==> src/rtl/phy_mode_pkg.sv <==
package phy_mode_pkg;

  // Strobes from the mode control to the receive datapath
  typedef struct packed {
    logic standby;      // current registered mode, 1 = standby
    logic clearFilter;  // one-cycle pulse on standby -> normal
  } modeStrobes_t;

  function automatic int unsigned cntWidth(input int unsigned limit);
    return (limit < 2) ? 1 : $clog2(limit + 1);
  endfunction

endpackage

==> src/rtl/mode_ctrl_unit.sv <==
module mode_ctrl_unit
  import phy_mode_pkg::*;
#(
  parameter int unsigned SYNC_STAGES = 2
) (
  input  logic         clk,
  input  logic         rst_n,
  input  logic         modeSel,
  output modeStrobes_t strobes
);

  localparam int unsigned LAST_STAGE = SYNC_STAGES - 1;

  logic [SYNC_STAGES-1:0] syncChain;
  logic                   modeReg;
  logic                   modeSync;

  // Synchronizer chain, reset to the standby request
  genvar gi;
  generate
    for (gi = 0; gi < SYNC_STAGES; gi++) begin : gSync
      if (gi == 0) begin : gFirst
        always_ff @(posedge clk or negedge rst_n) begin
          if (!rst_n) syncChain[gi] <= 1'b1;
          else        syncChain[gi] <= modeSel;
        end
      end else begin : gRest
        always_ff @(posedge clk or negedge rst_n) begin
          if (!rst_n) syncChain[gi] <= 1'b1;
          else        syncChain[gi] <= syncChain[gi-1];
        end
      end
    end
  endgenerate

  assign modeSync = syncChain[LAST_STAGE];

  always_ff @(posedge clk or negedge rst_n) begin
    if (!rst_n) modeReg <= 1'b1;
    else        modeReg <= modeSync;
  end

  always_comb begin
    strobes.standby     = modeReg;
    strobes.clearFilter = modeReg & ~modeSync;
  end

endmodule

==> src/rtl/rx_path_unit.sv <==
module rx_path_unit
  import phy_mode_pkg::*;
#(
  parameter int unsigned FILTER_CYCLES = 48000
) (
  input  logic         clk,
  input  logic         rst_n,
  input  modeStrobes_t strobes,
  input  logic         mainRxBit,
  input  logic         lowPwrRxBit,
  output logic         rxData,
  output logic         txEnable
);

  localparam int unsigned CW = cntWidth(FILTER_CYCLES);
  localparam logic [CW-1:0] CNT_LAST = CW'(FILTER_CYCLES - 1);

  logic          mainRxQ;
  logic          lowRxQ;
  logic [CW-1:0] domCount;
  logic          wakeFlag;

  // Input sample registers, recessive at reset
  always_ff @(posedge clk or negedge rst_n) begin
    if (!rst_n) begin
      mainRxQ <= 1'b1;
      lowRxQ  <= 1'b1;
    end else begin
      mainRxQ <= mainRxBit;
      lowRxQ  <= lowPwrRxBit;
    end
  end

  // Dominant-duration filter
  always_ff @(posedge clk or negedge rst_n) begin
    if (!rst_n) begin
      domCount <= '0;
      wakeFlag <= 1'b0;
    end else if (strobes.clearFilter) begin
      domCount <= '0;
      wakeFlag <= 1'b0;
    end else if (strobes.standby) begin
      if (lowRxQ) begin
        domCount <= '0;
        wakeFlag <= 1'b0;
      end else if (!wakeFlag) begin
        if (domCount == CNT_LAST) begin
          domCount <= '0;
          wakeFlag <= 1'b1;
        end else begin
          domCount <= domCount + 1'b1;
        end
      end
    end
  end

  always_comb begin
    rxData   = strobes.standby ? ~wakeFlag : mainRxQ;
    txEnable = ~strobes.standby;
  end

endmodule

==> src/rtl/phy_mode_ctrl.sv <==
module phy_mode_ctrl
  import phy_mode_pkg::*;
#(
  parameter int unsigned FILTER_CYCLES = 48000,
  parameter int unsigned SYNC_STAGES   = 2
) (
  input  logic clk,
  input  logic rst_n,
  input  logic modeSel,
  input  logic mainRxBit,
  input  logic lowPwrRxBit,
  output logic rxData,
  output logic txEnable,
  output logic standbyActive
);

  modeStrobes_t strobes;

  mode_ctrl_unit #(
    .SYNC_STAGES(SYNC_STAGES)
  ) u_ctrl (
    .clk    (clk),
    .rst_n  (rst_n),
    .modeSel(modeSel),
    .strobes(strobes)
  );

  rx_path_unit #(
    .FILTER_CYCLES(FILTER_CYCLES)
  ) u_path (
    .clk        (clk),
    .rst_n      (rst_n),
    .strobes    (strobes),
    .mainRxBit  (mainRxBit),
    .lowPwrRxBit(lowPwrRxBit),
    .rxData     (rxData),
    .txEnable   (txEnable)
  );

  assign standbyActive = strobes.standby;

endmodule

==> config.mk <==
export PLATFORM = sky130hd
export DESIGN_NAME = phy_mode_ctrl
export DESIGN_NICKNAME = d
export VERILOG_FILES = /design/src/rtl/phy_mode_pkg.sv /design/src/rtl/mode_ctrl_unit.sv /design/src/rtl/rx_path_unit.sv /design/src/rtl/phy_mode_ctrl.sv
export SDC_FILE = /design/constraint.sdc
export NUM_CORES = 1
export LEC_CHECK = 0
export ABC_AREA = 1
export BUFFER_PORTS_ARGS = -buffer_cell sky130_fd_sc_hd__buf_2
export CAP_MARGIN = 25
export CELL_PAD_IN_SITES_DETAIL_PLACEMENT = 1
export CELL_PAD_IN_SITES_GLOBAL_PLACEMENT = 1
export CORE_AREA = 5 5 72 58
export DETAILED_ROUTE_END_ITERATION = 10
export DIE_AREA = 0 0 77 63
export PLACE_DENSITY = 0.8
export REMOVE_ABC_BUFFERS = 1
export SYNTH_ARGS = -nofsm -noshare
export SYNTH_HDL_FRONTEND = slang
export SYNTH_HIERARCHICAL = 1
export SYNTH_SLANG_ARGS = --single-unit
==> constraint.sdc <==
create_clock -name clk -period 1.7 [get_ports clk]
set_clock_uncertainty 0.05 [all_clocks]
set_input_delay 0.17 -clock clk [delete_from_list [all_inputs] [get_ports clk]]
set_output_delay 0.17 -clock clk [all_outputs]
set_load 0.005 [all_outputs]
==> flow_summary.toml <==
[drt]
antenna_left = 0
wire_per_inst_um = 15.6
via_count = 1110
drt-initial-drc-count = 31
drt_first_pass_iters = 3
drc = 0
vias_per_cell = 4.89
wl_um = 3550

[power]
pwr_density_cell_nw_per_um2 = 680
switching_share_pct = 24.5
p_int_w = 0.000785
clkPwrFrac_pct = 36.7
ir_drop_mv = 0.360
power_frac_comb_pct = 9.9
switchingPower_w = 0.000255
p_leak_nw = 0.680
pwr-share-seq_pct = 53.3

[die]
die_w_um = 77
io_pins = 8
rows = 19
initial_core_util_pct = 37.5
coreArea_um2 = 3450
fp.dieArea_um2 = 4850
die_y_um = 63

[timing]
finalSetupViolations = 0
hold_violations = 0
slew_viol_final = 0
post-route-min-period_ns = 1.63
post-route-period-util_pct = 95.8
tightestPinTransition_ns = 0.529
max_freq_mhz = 614
slew-limit-headroom_pct = 64.7

[placement]
placed_area_um2 = 1370
port_buffers = 7
placedCellCount = 213
place_hpwl_um = 2590
place.gp.congestion = 0.839

[finish]
syn2layout_area_growth_pct = 18.4
design_area_um2 = 1530
fin_nets = 192
fill_cells = 426
multiInputGateArea_um2 = 652
final-instance-count-excl-fill = 227
num_antenna_cells = 0
final-seq-area_um2 = 557
layout-drive-gt1-share_pct = 26.5

[synthesis]
ys_types = 25
ys_seq_elements = 22
yosysWarningCount = 6
avgSynthCellArea_um2 = 7.83
synth_top_area_share_pct = 32.9
synth_cells = 165
yosysTopAreaCell = "dfrtp_1"
ys_top_cells_by_area = "dfrtp_1 (33%), nand2_1 (14%), dfstp_2 (10%), nor2_1 (5.8%), inv_1 (5.5%)"
seq_area_frac_synth_pct = 43.1
syn_area_um2 = 1290

[setup_path]
criticalPathCategory = "reg2reg"
cp-start-kind = "flop"
critPathMaxFanout = 6
required_ns = 1.81
endpoint_kind = "flop"
cp_data_arrival_time_ns = 1.74
reg2reg_slack_ns = 0.07

[status]
status = "completed"

[global_routing]
grt_pass1_wl_um = 5810
grt_usage_pct = 14.8
antenna_found_initial = 0
grt_max_degree = 23
first_global_vias = 1190
grt-ovfl-total = 0

[clock_tree]
numCtsBuffers = 3
path_clk_slew_ns = 0.08
cts-root-buf = "clkbuf_8"
cts.sinks = 22
cts_tree = "done"
clock_path_buffers = 2
clk-insertion-delay-late_ns = 0.26
htreeDepth = 1

[run]
cap_violations = 0

[min_path]
hold_class = "reg2reg"
==> final timing paths <==
path                                                from                               to  cells past startpoint
min in group asynchronous                          rst_n      u_path/wakeFlag$_DFFE_PN0P_                      2
min reg2reg                u_ctrl/syncChain[0]$_DFF_PN1_        u_ctrl/modeSync$_DFF_PN1_                      0
max reg2reg                     u_ctrl/modeReg$_DFF_PN1_  u_path/domCount[10]$_DFFE_PN0P_                      9
max                             u_ctrl/modeReg$_DFF_PN1_  u_path/domCount[10]$_DFFE_PN0P_                      9
max in group asynchronous                          rst_n    u_ctrl/syncChain[0]$_DFF_PN1_                      2
min                        u_ctrl/syncChain[0]$_DFF_PN1_        u_ctrl/modeSync$_DFF_PN1_                      0
==> worst max-delay path, stage by stage (launching register included) <==
cell and delay [ns]:
dfstp_2 0.56, inv_2 0.05, nor2_4 0.15, inv_2 0.07, nand2_4 0.10, nand2_8 0.10
nor2_4 0.16, nand3_1 0.12, nor2_2 0.12, nor2_2 0.05
==> state kept, by name (all words and copies together) (netlist names) <==
register	cells
u_path/domCount	16
u_ctrl/modeReg	1
u_ctrl/modeSync	1
u_ctrl/syncChain	1
u_path/lowRxQ	1
u_path/mainRxQ	1
u_path/wakeFlag	1
==> power groups by stage <==
| stage | combinational, W | clock (W) | sequential, W |
|---|---|---|---|
| floorplan | 0.0000528 | 0 | 0.000561 |
| global placement | 0.0000816 | 0 | 0.000563 |
| detailed placement | 0.0000859 | 0 | 0.000564 |
| CTS | 0.0000940 | 0.000394 | 0.000555 |
| global route | 0.000114 | 0.000426 | 0.000558 |
| finish | 0.000103 | 0.000382 | 0.000555 |
==> cells by family (layout without fill, tap and decap cells) <==
logic type | Yosys count | after routing | synth area share, %
adders and majority gates | 1 | 1 | 0.969
AOI/OAI and AO/OA | 12 | 12 | 5.23
xor gates and xnor gates | 4 | 4 | 2.71
and+or+nand+nor | 101 | 101 | 40.0
buffers and inverters | 25 | 45 | 7.95
DFF | 22 | 22 | 43.1
==> timing repair <==
item / in CTS / in global routing
gates resized for setup: 1 / 4
hold endpoints to repair: 20 / 0
pin swaps: 0 / 3
hold buffers: 4 / 0
setup endpoints to repair: 1 / 6
setup buffers: 0 / 6
==> metrics by stage <==
stage / setup slack [ns] / TNS [ns] / hold slack, ns / power [W] / util (%)
2_1_floorplan: 0.153 / 0 / -0.176 / 0.000613 / -
3_3_place_gp: 0.110 / 0 / 0.109 / 0.000644 / 39.8
3_5_place_dp: -0.0378 / -0.0378 / 0.126 / 0.000650 / 39.8
4_1_cts: 0.00595 / 0 / 0.320 / 0.00104 / 42.7
5_1_grt: -0.0642 / -0.464 / 0.322 / 0.00110 / 44.4
6_report: 0.0718 / 0 / 0.316 / 0.00104 / 44.4
==> per-layer routing <==
| metal | up-vias | share of wire [%] | GRT usage, % |
|---|---|---|---|
| li1 | 547 | - | - |
| met4 | 0 | 0.48 | 1.93 |
| met3 | 2 | 1.9 | 3.46 |
| met2 | 7 | 51 | 25.4 |
| met5 | - | 0 | 0 |
| met1 | 554 | 47 | 19.3 |
==> synth_stat cells, drive strengths merged <==
master / number
nand2: 54
xnor2: 2
a21oi: 4
nand4: 2
nand3: 14
o211a: 1
ha: 1
xor2: 2
nor2: 31
dfstp: 5
dfrtp: 17
buf: 1
o21ai: 6
o21bai: 1
inv: 24
==> cells in the final DEF (no fill, tap or decap), types with 2 or more instances in the layout <==
cell           count
o21ai_0            3
nand2_1           48
dfrtp_1           17
nor2_2             5
inv_4              2
nand2_4            3
buf_2              7
dlygate4sd3_1      4
inv_1             18
dfstp_2            5
nand4_1            2
nand3_2            2
nor2_1            19
nand3_1           12
a21oi_1            4
clkbuf_8           4
xnor2_1            2
nor2_4             6
buf_4              5
inv_2              4
nand2_2            2
o21ai_1            3
==> area by class of cell <==
cell class	instances	share of cell area, %
Multi-Input combinational cell	118	42.6
Sequential cell	22	36.4
Clock buffer	4	3.60
Inverter	24	6.22
Timing Repair Buffer	17	7.69
Tap cell	42	3.44
Note: power is estimated with default switching activity, not from simulation.
